**src/rtl/rxpa_pkg.sv**
```systemverilog
package rxpa_pkg;

    // Top-level pass phase
    typedef enum logic [1:0] {
        P_IDLE,
        P_RUN,
        P_FIN
    } phase_e;

    // Register access phase of the read-modify-write sequencer
    typedef enum logic [1:0] {
        A_IDLE,
        A_READ,
        A_WRITE
    } acc_e;

    // Which alignment fixes a lane needs
    typedef struct packed {
        logic left;
        logic right;
    } align_t;

    // Add a step and clamp at a cap
    function automatic int unsigned sat_step(input int unsigned v,
                                             input int unsigned step,
                                             input int unsigned cap);
        int unsigned s;
        s = v + step;
        return (s > cap) ? cap : s;
    endfunction

endpackage

```
**src/rtl/rxpa_edge_reduce.sv**
```systemverilog
module rxpa_edge_reduce #(
    parameter int NBITS  = 8,
    parameter int EDGE_W = 6
) (
    input  logic [NBITS*EDGE_W-1:0] starts,
    input  logic [NBITS*EDGE_W-1:0] ends,
    output logic [EDGE_W-1:0]       max_start,
    output logic [EDGE_W-1:0]       min_end
);
    always_comb begin
        logic [EDGE_W-1:0] s_v;
        logic [EDGE_W-1:0] e_v;
        max_start = '0;
        min_end   = '1;
        for (int i = 0; i < NBITS; i++) begin
            s_v = starts[i*EDGE_W +: EDGE_W];
            e_v = ends[i*EDGE_W +: EDGE_W];
            if (s_v > max_start) max_start = s_v;
            if (e_v < min_end)   min_end   = e_v;
        end
    end
endmodule

```
**src/rtl/rxpa_once_guard.sv**
```systemverilog
module rxpa_once_guard #(
    parameter int NCS  = 4,
    localparam int CS_W = (NCS > 1) ? $clog2(NCS) : 1
) (
    input  logic            clk,
    input  logic            rst,
    input  logic [CS_W-1:0] cs,
    input  logic            claim,
    output logic            already
);
    logic [NCS-1:0] mark_q;

    assign already = mark_q[cs];

    always_ff @(posedge clk) begin
        if (rst)        mark_q <= '0;
        else if (claim) mark_q[cs] <= 1'b1;
    end
endmodule

```
**src/rtl/rxpa_rmw_seq.sv**
```systemverilog
module rxpa_rmw_seq
    import rxpa_pkg::*;
#(
    parameter int NBITS = 8,
    parameter int PAD_W = 4,
    parameter int DLY_W = 5,
    parameter int STEP  = 10,
    parameter int DMAX  = 31,
    parameter int PAD_A = 4,
    parameter int PAD_B = 5,
    localparam int JW   = $clog2(NBITS + 2) + 1
) (
    input  logic                   clk,
    input  logic                   rst,
    input  logic                   launch,
    input  align_t                 want,
    input  logic [NBITS*PAD_W-1:0] pad_map,
    input  logic [DLY_W-1:0]       rd_data,
    output logic                   rd_en,
    output logic                   wr_en,
    output logic [PAD_W-1:0]       addr,
    output logic [DLY_W-1:0]       wr_data,
    output logic                   last
);
    acc_e                   st;
    logic [JW-1:0]          job, job_end;
    logic [NBITS*PAD_W-1:0] pad_q;

    always_ff @(posedge clk) begin
        if (rst) begin
            st      <= A_IDLE;
            job     <= '0;
            job_end <= '0;
            pad_q   <= '0;
        end else begin
            case (st)
                A_IDLE: if (launch) begin
                    pad_q   <= pad_map;
                    job     <= want.left  ? '0 : JW'(NBITS);
                    job_end <= want.right ? JW'(NBITS + 1) : JW'(NBITS - 1);
                    st      <= A_READ;
                end
                A_READ:  st <= A_WRITE;
                A_WRITE: begin
                    if (job == job_end) st <= A_IDLE;
                    else begin
                        job <= job + JW'(1);
                        st  <= A_READ;
                    end
                end
                default: st <= A_IDLE;
            endcase
        end
    end

    // Jobs 0..NBITS-1 follow the lookup, the last two are the fixed pads
    always_comb begin
        addr = (job == JW'(NBITS)) ? PAD_W'(PAD_A) : PAD_W'(PAD_B);
        for (int i = 0; i < NBITS; i++)
            if (job == JW'(i)) addr = pad_q[i*PAD_W +: PAD_W];
    end

    assign rd_en   = (st == A_READ);
    assign wr_en   = (st == A_WRITE);
    assign wr_data = DLY_W'(sat_step(32'(rd_data), STEP, DMAX));
    assign last    = (st == A_WRITE) && (job == job_end);
endmodule

```
**src/rtl/rx_skew_prealign.sv**
```systemverilog
module rx_skew_prealign
    import rxpa_pkg::*;
#(
    parameter int NBITS     = 8,
    parameter int EDGE_W    = 6,
    parameter int PAD_W     = 4,
    parameter int DLY_W     = 5,
    parameter int NCS       = 4,
    parameter int STEP      = 10,
    parameter int DMAX      = 31,
    parameter int LEFT_LIM  = 1,
    parameter int RIGHT_LIM = 30,
    parameter int PAD_A     = 4,
    parameter int PAD_B     = 5,
    localparam int CS_W     = (NCS > 1) ? $clog2(NCS) : 1,
    localparam int WS_W     = EDGE_W + 2
) (
    input  logic                    clk,
    input  logic                    rst,
    input  logic                    start,
    input  logic [CS_W-1:0]         cs_sel,
    input  logic                    lock_lo2hi,
    input  logic                    lock_hi2lo,
    input  logic [NBITS*EDGE_W-1:0] edge_start,
    input  logic [NBITS*EDGE_W-1:0] edge_end,
    input  logic [NBITS*PAD_W-1:0]  pad_map,
    input  logic [DLY_W-1:0]        rd_data,
    output logic                    rd_en,
    output logic                    wr_en,
    output logic [PAD_W-1:0]        reg_addr,
    output logic [DLY_W-1:0]        wr_data,
    output logic                    busy,
    output logic                    done,
    output logic                    fail,
    output logic [WS_W-1:0]         win_size
);
    phase_e            phase;
    logic              fail_q;
    logic [WS_W-1:0]   win_q;
    logic [EDGE_W-1:0] max_start, min_end;
    logic              already, accept, claim, locked, launch, seq_last;
    align_t            want;
    logic [WS_W-1:0]   win_calc;

    rxpa_edge_reduce #(.NBITS(NBITS), .EDGE_W(EDGE_W)) u_reduce (
        .starts(edge_start), .ends(edge_end),
        .max_start(max_start), .min_end(min_end)
    );

    rxpa_once_guard #(.NCS(NCS)) u_guard (
        .clk(clk), .rst(rst), .cs(cs_sel), .claim(claim), .already(already)
    );

    rxpa_rmw_seq #(
        .NBITS(NBITS), .PAD_W(PAD_W), .DLY_W(DLY_W), .STEP(STEP),
        .DMAX(DMAX), .PAD_A(PAD_A), .PAD_B(PAD_B)
    ) u_seq (
        .clk(clk), .rst(rst), .launch(launch), .want(want),
        .pad_map(pad_map), .rd_data(rd_data), .rd_en(rd_en), .wr_en(wr_en),
        .addr(reg_addr), .wr_data(wr_data), .last(seq_last)
    );

    assign accept     = (phase == P_IDLE) && start;
    assign claim      = accept && !already;
    assign locked     = lock_lo2hi && lock_hi2lo;
    assign want.left  = int'(max_start) <= LEFT_LIM;
    assign want.right = int'(min_end) > RIGHT_LIM;
    assign launch     = claim && locked && (want.left || want.right);
    assign win_calc   = WS_W'(min_end) - WS_W'(max_start) + WS_W'(1);

    always_ff @(posedge clk) begin
        if (rst) begin
            phase  <= P_IDLE;
            fail_q <= 1'b0;
            win_q  <= '0;
        end else begin
            case (phase)
                P_IDLE: if (start) begin
                    if (already) begin
                        fail_q <= 1'b0;
                        phase  <= P_FIN;
                    end else if (!locked) begin
                        fail_q <= 1'b1;
                        phase  <= P_FIN;
                    end else begin
                        fail_q <= 1'b0;
                        win_q  <= win_calc;
                        phase  <= (want.left || want.right) ? P_RUN : P_FIN;
                    end
                end
                P_RUN:   if (seq_last) phase <= P_FIN;
                P_FIN:   phase <= P_IDLE;
                default: phase <= P_IDLE;
            endcase
        end
    end

    assign busy     = (phase != P_IDLE);
    assign done     = (phase == P_FIN);
    assign fail     = (phase == P_FIN) && fail_q;
    assign win_size = win_q;
endmodule

```
**config.mk**
```make
export PLATFORM = sky130hd
export DESIGN_NAME = rx_skew_prealign
export DESIGN_NICKNAME = d
export VERILOG_FILES = /design/src/rtl/rxpa_pkg.sv /design/src/rtl/rxpa_edge_reduce.sv /design/src/rtl/rxpa_once_guard.sv /design/src/rtl/rxpa_rmw_seq.sv /design/src/rtl/rx_skew_prealign.sv
export SDC_FILE = /design/constraint.sdc
export NUM_CORES = 1
export LEC_CHECK = 0
export BUFFER_PORTS_ARGS = -buffer_cell sky130_fd_sc_hd__buf_2
export CORE_MARGIN = 1.5
export CORE_UTILIZATION = 25
export DETAILED_ROUTE_END_ITERATION = 8
export PLACE_DENSITY_LB_ADDON = 0.25
export SYNTH_ARGS = -nofsm -noshare
export SYNTH_HDL_FRONTEND = slang
export SYNTH_HIERARCHICAL = 1
export SYNTH_SLANG_ARGS = --single-unit
```
**constraint.sdc**
```tcl
create_clock -name clk -period 19.1 [get_ports clk]
set_input_delay 3.82 -clock clk [delete_from_list [all_inputs] [get_ports clk]]
set_output_delay 3.82 -clock clk [all_outputs]
set_load 0.03 [all_outputs]
```
==> impl_metrics.toml, run 1 <==
[critical_path]
crit_slowest_cell = "or4_1"
worst-path-buf-inv = 7
end_kind = "register"
critPathRequiredTime_ns = 19.30
crit_family = "compound AO/OA/AOI/OAI gates"
crit_type = "in2reg"
critPathArrivalTime_ns = 17.72
critPathLaunchType = "input port"
crit_path_max_incr_delay_ns = 0.53
path_max_fanout = 41

[synthesis]
synth_seq_cells = 57
syn_area_um2 = 6706
synth_area_leaders = "dfxtp_1 (17%), ha_1 (15%), nand2_1 (6.5%)"
async_flop_share_pct = 0
synth_edf_count = 0
ys.warnings.count = 6
avgSynthCellArea_um2 = 7.510
synth_common_cells = "nand2_1 (117), a21oi_1 (83), inv_1 (80), ha_1 (78), nor2_1 (73)"
syn-num-nets = 1112
yosys.area.top_type = "dfxtp_1"
seq_area_frac_synth_pct = 17.01
synth_top_area_share_pct = 17.01
syn_inst = 893
synth.distinct_cells = 101
ys.flop_type = "dfxtp_1"
yosysMostFrequentCell = "nand2_1"

[global_route]
antenna_found_initial = 4
grt_pass1_vias = 6320
grt_max_degree = 58
grt_use_total_pct = 12.97
grt_overflow = 0
grt_first_pass_wirelength_um = 30250

[timing]
finalSetupViolCount = 0
worst_pin_slew_ns = 0.8010
rsz0062_at_grt = "no"
layout_min_cycle_time_ns = 17.52
skew_ns = 0.008551
fmax_mhz = 57.08
fin_crit_sh_pct = 91.72
slew_viol_final = 0
max_slew_margin_pct = 46.60
hold_viol = 0
fin_ws_ns = 1.582
fin_tns_setup_ns = 0

[die]
die_area_um2 = 27820
start_util_pct = 25.59
die_h_um = 166.8
die_w_um = 166.8
rows = 59
ios = 162
core_um2 = 26210

[routing]
initialDrtViolationCount = 377
drc = 20
vias_per_cell = 4.917
wirelength_um = 18380
first_pass_iters = 7
wl_per_cell_um = 13.28
ant_nets = 0
dr_total_vias = 6805

[place]
hpwl_um = 14960
place_worst_setup_slack_ns = 1.417
portBuffers = 161
globalplace.congestion = 0.8900

[cts]
cts_tree = "built"
ctsHoldBuffers = 0
cts_htree_levels = 3
clk_pin_slew_ns = 0.05
cts.sinks = 57
cts-resized-gates = 0
post_cts.repair.setup_buffers = 0
clockBufferDepth = 2
cts_root_buf = "clkbuf_16"
clk_latency_ns = 0.32
cts_buffers = 9

[run_status]
violations = "design-rule violations"
outcome = "finished, violations left"

[final_layout]
finalNetCount = 1261
post_route_cells_drive_above_1_share_pct = 22.18
area_growth_pct = 21.62

[power]
p_total_mw = 1.335
power_density_nw_per_um2 = 163.6
leakagePower_nw = 3.778
ir_drop_v = 0.0001015

[min_path]
min_path_type = "reg2reg"

[run]
max-cap-violations = 0
-- cell usage in the layout, fill, tap and decap left out, types with 11 or more instances in the layout --
cell      count
buf_2       161
nand2_1     117
a21oi_1      83
inv_1        80
ha_1         78
nor2_1       73
dfxtp_1      57
o21ai_0      36
mux2i_1      22
nand3_1      21
a21o_1       20
nor3_1       15
o21a_1       14
nor2b_1      13
nand4_1      12
nand2b_1     12
mux2_2       12
a211oi_1     11
-- worst paths after layout --
kind                                         from                 to  slack, ns  cells past startpoint
worst max register to register  u_guard/mark_q[3]       u_seq/job[0]      16.25                      8
worst min register to register  u_guard/mark_q[2]  u_guard/mark_q[2]       0.45                      2
worst min-delay path            u_guard/mark_q[2]  u_guard/mark_q[2]       0.45                      2
worst max-delay path                edge_start[4]       u_seq/job[0]       1.58                     64
-- worst register-to-register path: stages, from the launching register on --
cell and delay, ns:
dfxtp_1 0.31, mux4_2 0.52, nor4b_4 0.37, nand3_1 0.27
nor2_1 0.29, nor3b_4 0.22, buf_4 0.40, nor3_1 0.09
mux2_2 0.27
-- flip-flops by register name, indices dropped and copies added, names as in the netlist --
signal	flops
u_seq/job_end	3
u_guard/mark_q	4
phase	2
fail_q	1
u_seq/st	2
u_seq/job	5
win_size	8
u_seq/pad_q	32
-- report_power, final --
| part | internal [mW] | switching [mW] |
|---|---|---|
| clock | 0.114 | 0.0512 |
| combinational | 0.423 | 0.607 |
| sequential | 0.131 | 0.00787 |
| total | 0.668 | 0.667 |
-- per-layer routing --
| layer | part of all wire, % | track usage [%] |
|---|---|---|
| met1 | 47 | 16.64 |
| met2 | 46 | 21.98 |
| met3 | 6.6 | 3.303 |
| met4 | 1.0 | 2.490 |
| met5 | 0.18 | 0 |
-- cell type report --
class,count,area [µm²]
fill,2827,18050
multi-input combinational,728,5134
sequential,57,1141
timing repair buffer,165,835.8
tap,335,419.2
inverter,81,304.0
clock buffer,13,280.3
clock inverter,2,35.03
antenna,3,7.507
-- kinds of logic (layout without fill, tap and decap cells) --
group / Yosys count / after routing / share of synthesized area, %
and+or+nand+nor: 315 / 315 / 23.02
AOI/OAI and AO/OA: 275 / 275 / 28.94
buffers and inverters: 108 / 261 / 6.530
adders and majority gates: 81 / 81 / 15.15
DFF: 57 / 57 / 17.01
muxes: 43 / 43 / 7.519
xor gates and xnor gates: 14 / 14 / 1.828
other: 0 / 3 / 0
-- stage by stage --
stage / instances / utilization (%) / cell area (µm²) / hold slack, ns
after global placement: 1366 / 29.89 / 7834 / 0.4327
final: 1384 / 31.12 / 8157 / 0.4486
after floorplan: 893 / - / 6706 / 0.4162
after global routing: 1382 / 31.11 / 8152 / 0.4647
after detailed placement: 1366 / 29.89 / 7834 / 0.4413
after CTS: 1381 / 31.10 / 8149 / 0.4488
(Power assumes the default switching activity.)
==> run 2: changes to the inputs <==
--- a/config.mk
+++ b/config.mk
@@ -7,7 +7,7 @@
 export LEC_CHECK = 0
 export BUFFER_PORTS_ARGS = -buffer_cell sky130_fd_sc_hd__buf_2
 export CORE_MARGIN = 1.5
-export CORE_UTILIZATION = 25
+export CORE_UTILIZATION = 56
 export DETAILED_ROUTE_END_ITERATION = 8
 export PLACE_DENSITY_LB_ADDON = 0.25
 export SYNTH_ARGS = -nofsm -noshare
==> run 2 against run 1 <==
The run still ends with design-rule violations left. Combinational power about the same. Die area down 55%. Final area down 3.7%. Sequential power about the same. Worst setup slack worse by 0.053 ns. Register-to-register slack worse by 0.12 ns. Utilization up 37 points. Critical endpoint is now u_seq/job[2]. Largest power group unchanged. Highest routed layer is now met4.
==> impl_metrics.toml, run 2 (synthesized netlist as in run 1, its figures left out) <==
[critical_path]
rr_worst_depth = 9
r2r_start = "u_guard/mark_q[1]"
critPathRequiredTime_ns = 19.30
r2r-end = "u_seq/job[2]"
crit_path_max_incr_delay_ns = 0.54
worstSetupStartpoint = "edge_start[4]"
end_kind = "register"
crit_slowest_cell = "or4_1"
path_max_fanout = 30
r2r_slack_ns = 16.13
critPathLaunchType = "input port"
crit_type = "in2reg"
critPathArrivalTime_ns = 17.77
cpMostUsedCell = "ha_1"

[place]
portBuffers = 161
globalplace.congestion = 0.9216
hpwl_um = 13170
place_worst_setup_slack_ns = 1.407

[power]
power_density_nw_per_um2 = 165.8
ir_drop_v = 0.0002628
leakagePower_nw = 3.737
p_total_mw = 1.302

[cts]
cts.sinks = 57
cts_tree = "built"
post_cts.repair.setup_buffers = 0
ctsHoldBuffers = 0
cts-resized-gates = 0
clk_latency_ns = 0.32
cts_root_buf = "clkbuf_16"
clockBufferDepth = 2
clk_pin_slew_ns = 0.05
cts_htree_levels = 3
cts_buffers = 9

[die]
die_h_um = 112.4
die_w_um = 112.4
ios = 162
rows = 39
die_area_um2 = 12640
start_util_pct = 57.99
core_um2 = 11560

[timing]
slew_viol_final = 0
skew_ns = 0.005672
fin_tns_setup_ns = 0
layout_min_cycle_time_ns = 17.57
fmax_mhz = 56.91
max_slew_margin_pct = 26.23
worst_pin_slew_ns = 1.104
fin_crit_sh_pct = 92.00
finalSetupViolCount = 0
rsz0062_at_grt = "no"
fin_ws_ns = 1.529
hold_viol = 0

[final_layout]
layout_commonest_cell = "buf_2"
largest-register = "u_seq/pad_q"
post_route_cells_drive_above_1_share_pct = 21.99
area_growth_pct = 17.07
final_cell_mix = "buf_2 (161), nand2_1 (117), a21oi_1 (83)"
largest_register_ffs = 32
diodes = 0
finalNetCount = 1260

[global_route]
grt_first_pass_wirelength_um = 27950
grt_use_total_pct = 26.14
grt_pass1_vias = 6389
grt_max_degree = 58
grt_overflow = 0
antenna_found_initial = 0

[min_path]
hold_start = "u_guard/mark_q[0]"
min_path_type = "reg2reg"
hold_end = "u_guard/mark_q[0]"
min_delay_path_depth = 2

[routing]
vias_per_cell = 5.779
wirelength_um = 16540
first_pass_iters = 8
dr_total_vias = 6871
ant_nets = 0
wl_per_cell_um = 13.91
drc = 10
initialDrtViolationCount = 482

[run]
max-cap-violations = 0

[run_status]
violations = "design-rule violations"
outcome = "finished, violations left"
==> run 2: changes by cell type in the layout (fill, tap and decap cells not counted), sizes merged <==
cell	delta
clkinvlp	+3
buf	-1
clkbuf	-2
clkinv	+1
bufinv	-1
diode	-3
==> run 2: how the worst max path moves through the flow <==
stage,cells after the start,endpoint,slack (ns)
2_1_floorplan,63,win_size[6],3.35
3_3_place_gp,65,u_seq/job[2],1.91
3_5_place_dp,65,u_seq/job[2],1.41
4_1_cts,65,u_seq/job[2],1.72
5_1_grt,65,u_seq/job[2],0.36
6_report,63,u_seq/job[2],1.53
==> run 2: cell type report <==
cell class,instances,area (µm²)
Clock inverter,5,32.53
Fill cell,1034,3714
Sequential cell,57,1141
Timing Repair Buffer,164,828.3
Clock buffer,11,232.7
Multi-Input combinational cell,728,5134
Inverter,81,304.0
Tap cell,143,178.9
==> run 2: critical path: cells and delay by family <==
family                   cells  cell delay (ns)
AO/OA/AOI/OAI               23             4.94
AND/OR/NAND/NOR             19             4.02
adder cells (fa/ha/maj)      8             2.57
multiplexers                 6             1.43
buffers and inverters        7             0.98
==> run 2: layer usage <==
layer / part of all wire (%) / track usage (%) / vias up
li1: - / - / 3541
met1: 46 / 33.51 / 3103
met2: 47 / 45.52 / 213
met3: 6.2 / 5.940 / 14
met4: 0.84 / 4.641 / 0
met5: 0 / 0 / -
==> run 2: report_power, final <==
part / switching (mW) / internal, mW
sequential: 0.00770 / 0.131
clock: 0.0535 / 0.0870
combinational: 0.599 / 0.424
total: 0.660 / 0.642
==> run 2: per-stage QoR <==
stage / hold slack [ns] / cell area (µm²) / utilization, % / instances
2_1_floorplan: 0.4162 / 6706 / - / 893
3_3_place_gp: 0.4348 / 7586 / 65.60 / 1173
3_5_place_dp: 0.4403 / 7586 / 65.60 / 1173
4_1_cts: 0.4506 / 7851 / 67.89 / 1189
5_1_grt: 0.4584 / 7851 / 67.89 / 1189
6_report: 0.4506 / 7851 / 67.89 / 1189
==> run 3: changes to the inputs <==
--- a/config.mk
+++ b/config.mk
@@ -6,10 +6,10 @@
 export NUM_CORES = 1
 export LEC_CHECK = 0
 export BUFFER_PORTS_ARGS = -buffer_cell sky130_fd_sc_hd__buf_2
-export CORE_MARGIN = 1.5
+export CORE_MARGIN = 2
 export CORE_UTILIZATION = 56
 export DETAILED_ROUTE_END_ITERATION = 8
-export PLACE_DENSITY_LB_ADDON = 0.25
+export PLACE_DENSITY_LB_ADDON = 0.3
 export SYNTH_ARGS = -nofsm -noshare
 export SYNTH_HDL_FRONTEND = slang
 export SYNTH_HIERARCHICAL = 1
==> run 3 against run 2 <==
The run now ends clean. Routed wire length decreased by 0.80%. Sequential cell count unchanged. First-iteration DRC count is 11% lower. Maximum frequency shrank 0.26%. Critical path depth increased by 1. Final cell count unchanged. Final area up 1.1%. Sequential power is essentially flat. Clock skew grew 0.0042 ns. Utilization is 0.78 points higher. Clock-buffer cell count is 1 higher. Largest power group unchanged. Sequential share of layout area fell by 0.16 points.
==> impl_metrics.toml, run 3 (synthesized netlist as in run 1, its figures left out) <==
[run_status]
outcome = "completed"

[cts]
cts-resized-gates = 0
clockBufferDepth = 2
clk_latency_ns = 0.32
post_cts.repair.setup_buffers = 0
clk_pin_slew_ns = 0.05
cts.sinks = 57
cts_htree_levels = 3
cts_buffers = 9
ctsHoldBuffers = 0
cts_tree = "built"
cts_root_buf = "clkbuf_16"

[die]
die_area_um2 = 12870
ios = 162
die_h_um = 113.4
start_util_pct = 57.99
core_um2 = 11560
rows = 39
die_w_um = 113.4

[timing]
max_slew_margin_pct = 28.68
worst_pin_slew_ns = 1.067
whs_ns = 0.4474
layout_min_cycle_time_ns = 17.62
hold_viol = 0
fin_tns_setup_ns = 0
fin_crit_sh_pct = 92.24
fmax_mhz = 56.76
rsz0062_at_grt = "no"
finalSetupViolCount = 0
skew_ns = 0.009879
slew_viol_final = 0

[critical_path]
cpMostUsedCell = "ha_1"
path_max_fanout = 10
crit_type = "in2reg"
end_kind = "register"
crit_path_max_incr_delay_ns = 0.49
r2r_slack_ns = 16.15
critPathRequiredTime_ns = 19.26
crit_slowest_cell = "nor2_1"
critPathLaunchType = "input port"
critPathArrivalTime_ns = 17.78

[global_route]
grt_overflow = 0
grt_pass1_vias = 6391
grt_use_total_pct = 25.37
grt_first_pass_wirelength_um = 27680
grt_max_degree = 58
antenna_found_initial = 0

[final_layout]
area_growth_pct = 18.41
finalNetCount = 1260
largest-register = "u_seq/pad_q"
post_route_cells_drive_above_1_share_pct = 22.08
final_cell_mix = "buf_2 (161), nand2_1 (117), a21oi_1 (83)"
layout_commonest_cell = "buf_2"
diodes = 0
largest_register_ffs = 32

[power]
leakagePower_nw = 3.789
ir_drop_v = 0.0002262
p_total_mw = 1.351
power_density_nw_per_um2 = 170.1

[routing]
wirelength_um = 16410
drc = 0
dr_total_vias = 6890
wl_per_cell_um = 13.80
initialDrtViolationCount = 428
ant_nets = 0
vias_per_cell = 5.795
first_pass_iters = 5

[run]
max-cap-violations = 0

[place]
hpwl_um = 13010
globalplace.congestion = 0.8861
portBuffers = 161

[min_path]
min_path_type = "reg2reg"
[run 3: final timing paths]
check,startpoint,endpoint,cells past startpoint
worst min register to register,u_guard/mark_q[2],u_guard/mark_q[2],2
worst max-delay path,edge_start[4],win_size[7],64
worst max register to register,u_guard/mark_q[0],u_seq/pad_q[28],7
worst min-delay path,u_guard/mark_q[2],u_guard/mark_q[2],2
[run 3: power breakdown]
group / total, mW / internal [mW] / switching [mW]
clock: 0.188 / 0.135 / 0.0537
sequential: 0.139 / 0.131 / 0.00782
combinational: 1.02 / 0.424 / 0.600
total: 1.35 / 0.690 / 0.662
[run 3: stage by stage]
stage,setup WS (ns),instances,area (µm²),util (%)
floorplan,3.345,893,6706,-
global placement,1.486,1173,7586,65.60
detailed placement,1.322,1173,7586,65.60
CTS,1.599,1189,7941,68.67
global route,0.2244,1189,7941,68.67
finish,1.483,1189,7941,68.67
[run 3: area by class of cell]
type / instances / area (µm²)
Inverter: 81 / 304.0
Tap cell: 143 / 178.9
Sequential cell: 57 / 1141
Multi-Input combinational cell: 728 / 5134
Clock inverter: 4 / 98.84
Timing Repair Buffer: 164 / 828.3
Clock buffer: 12 / 256.5
Fill cell: 984 / 3623
[run 3: layer usage]
layer | part of all wire, % | GRT usage (%) | vias to the layer above
li1 | - | - | 3548
met1 | 45 | 31.39 | 3135
met2 | 48 | 45.63 | 195
met3 | 6.3 | 5.845 | 12
met4 | 0.76 | 4.309 | 0
met5 | 0 | 0 | -
[run 3: worst max-delay path: cells and delay by family]
family / cells / cell delay [ns]
adders and majority gates: 10 / 3.14
muxes: 5 / 1.42
buffers and inverters: 7 / 0.78
and+or+nand+nor: 16 / 2.84
AOI/OAI and AO/OA: 25 / 5.53
xor gates and xnor gates: 1 / 0.21
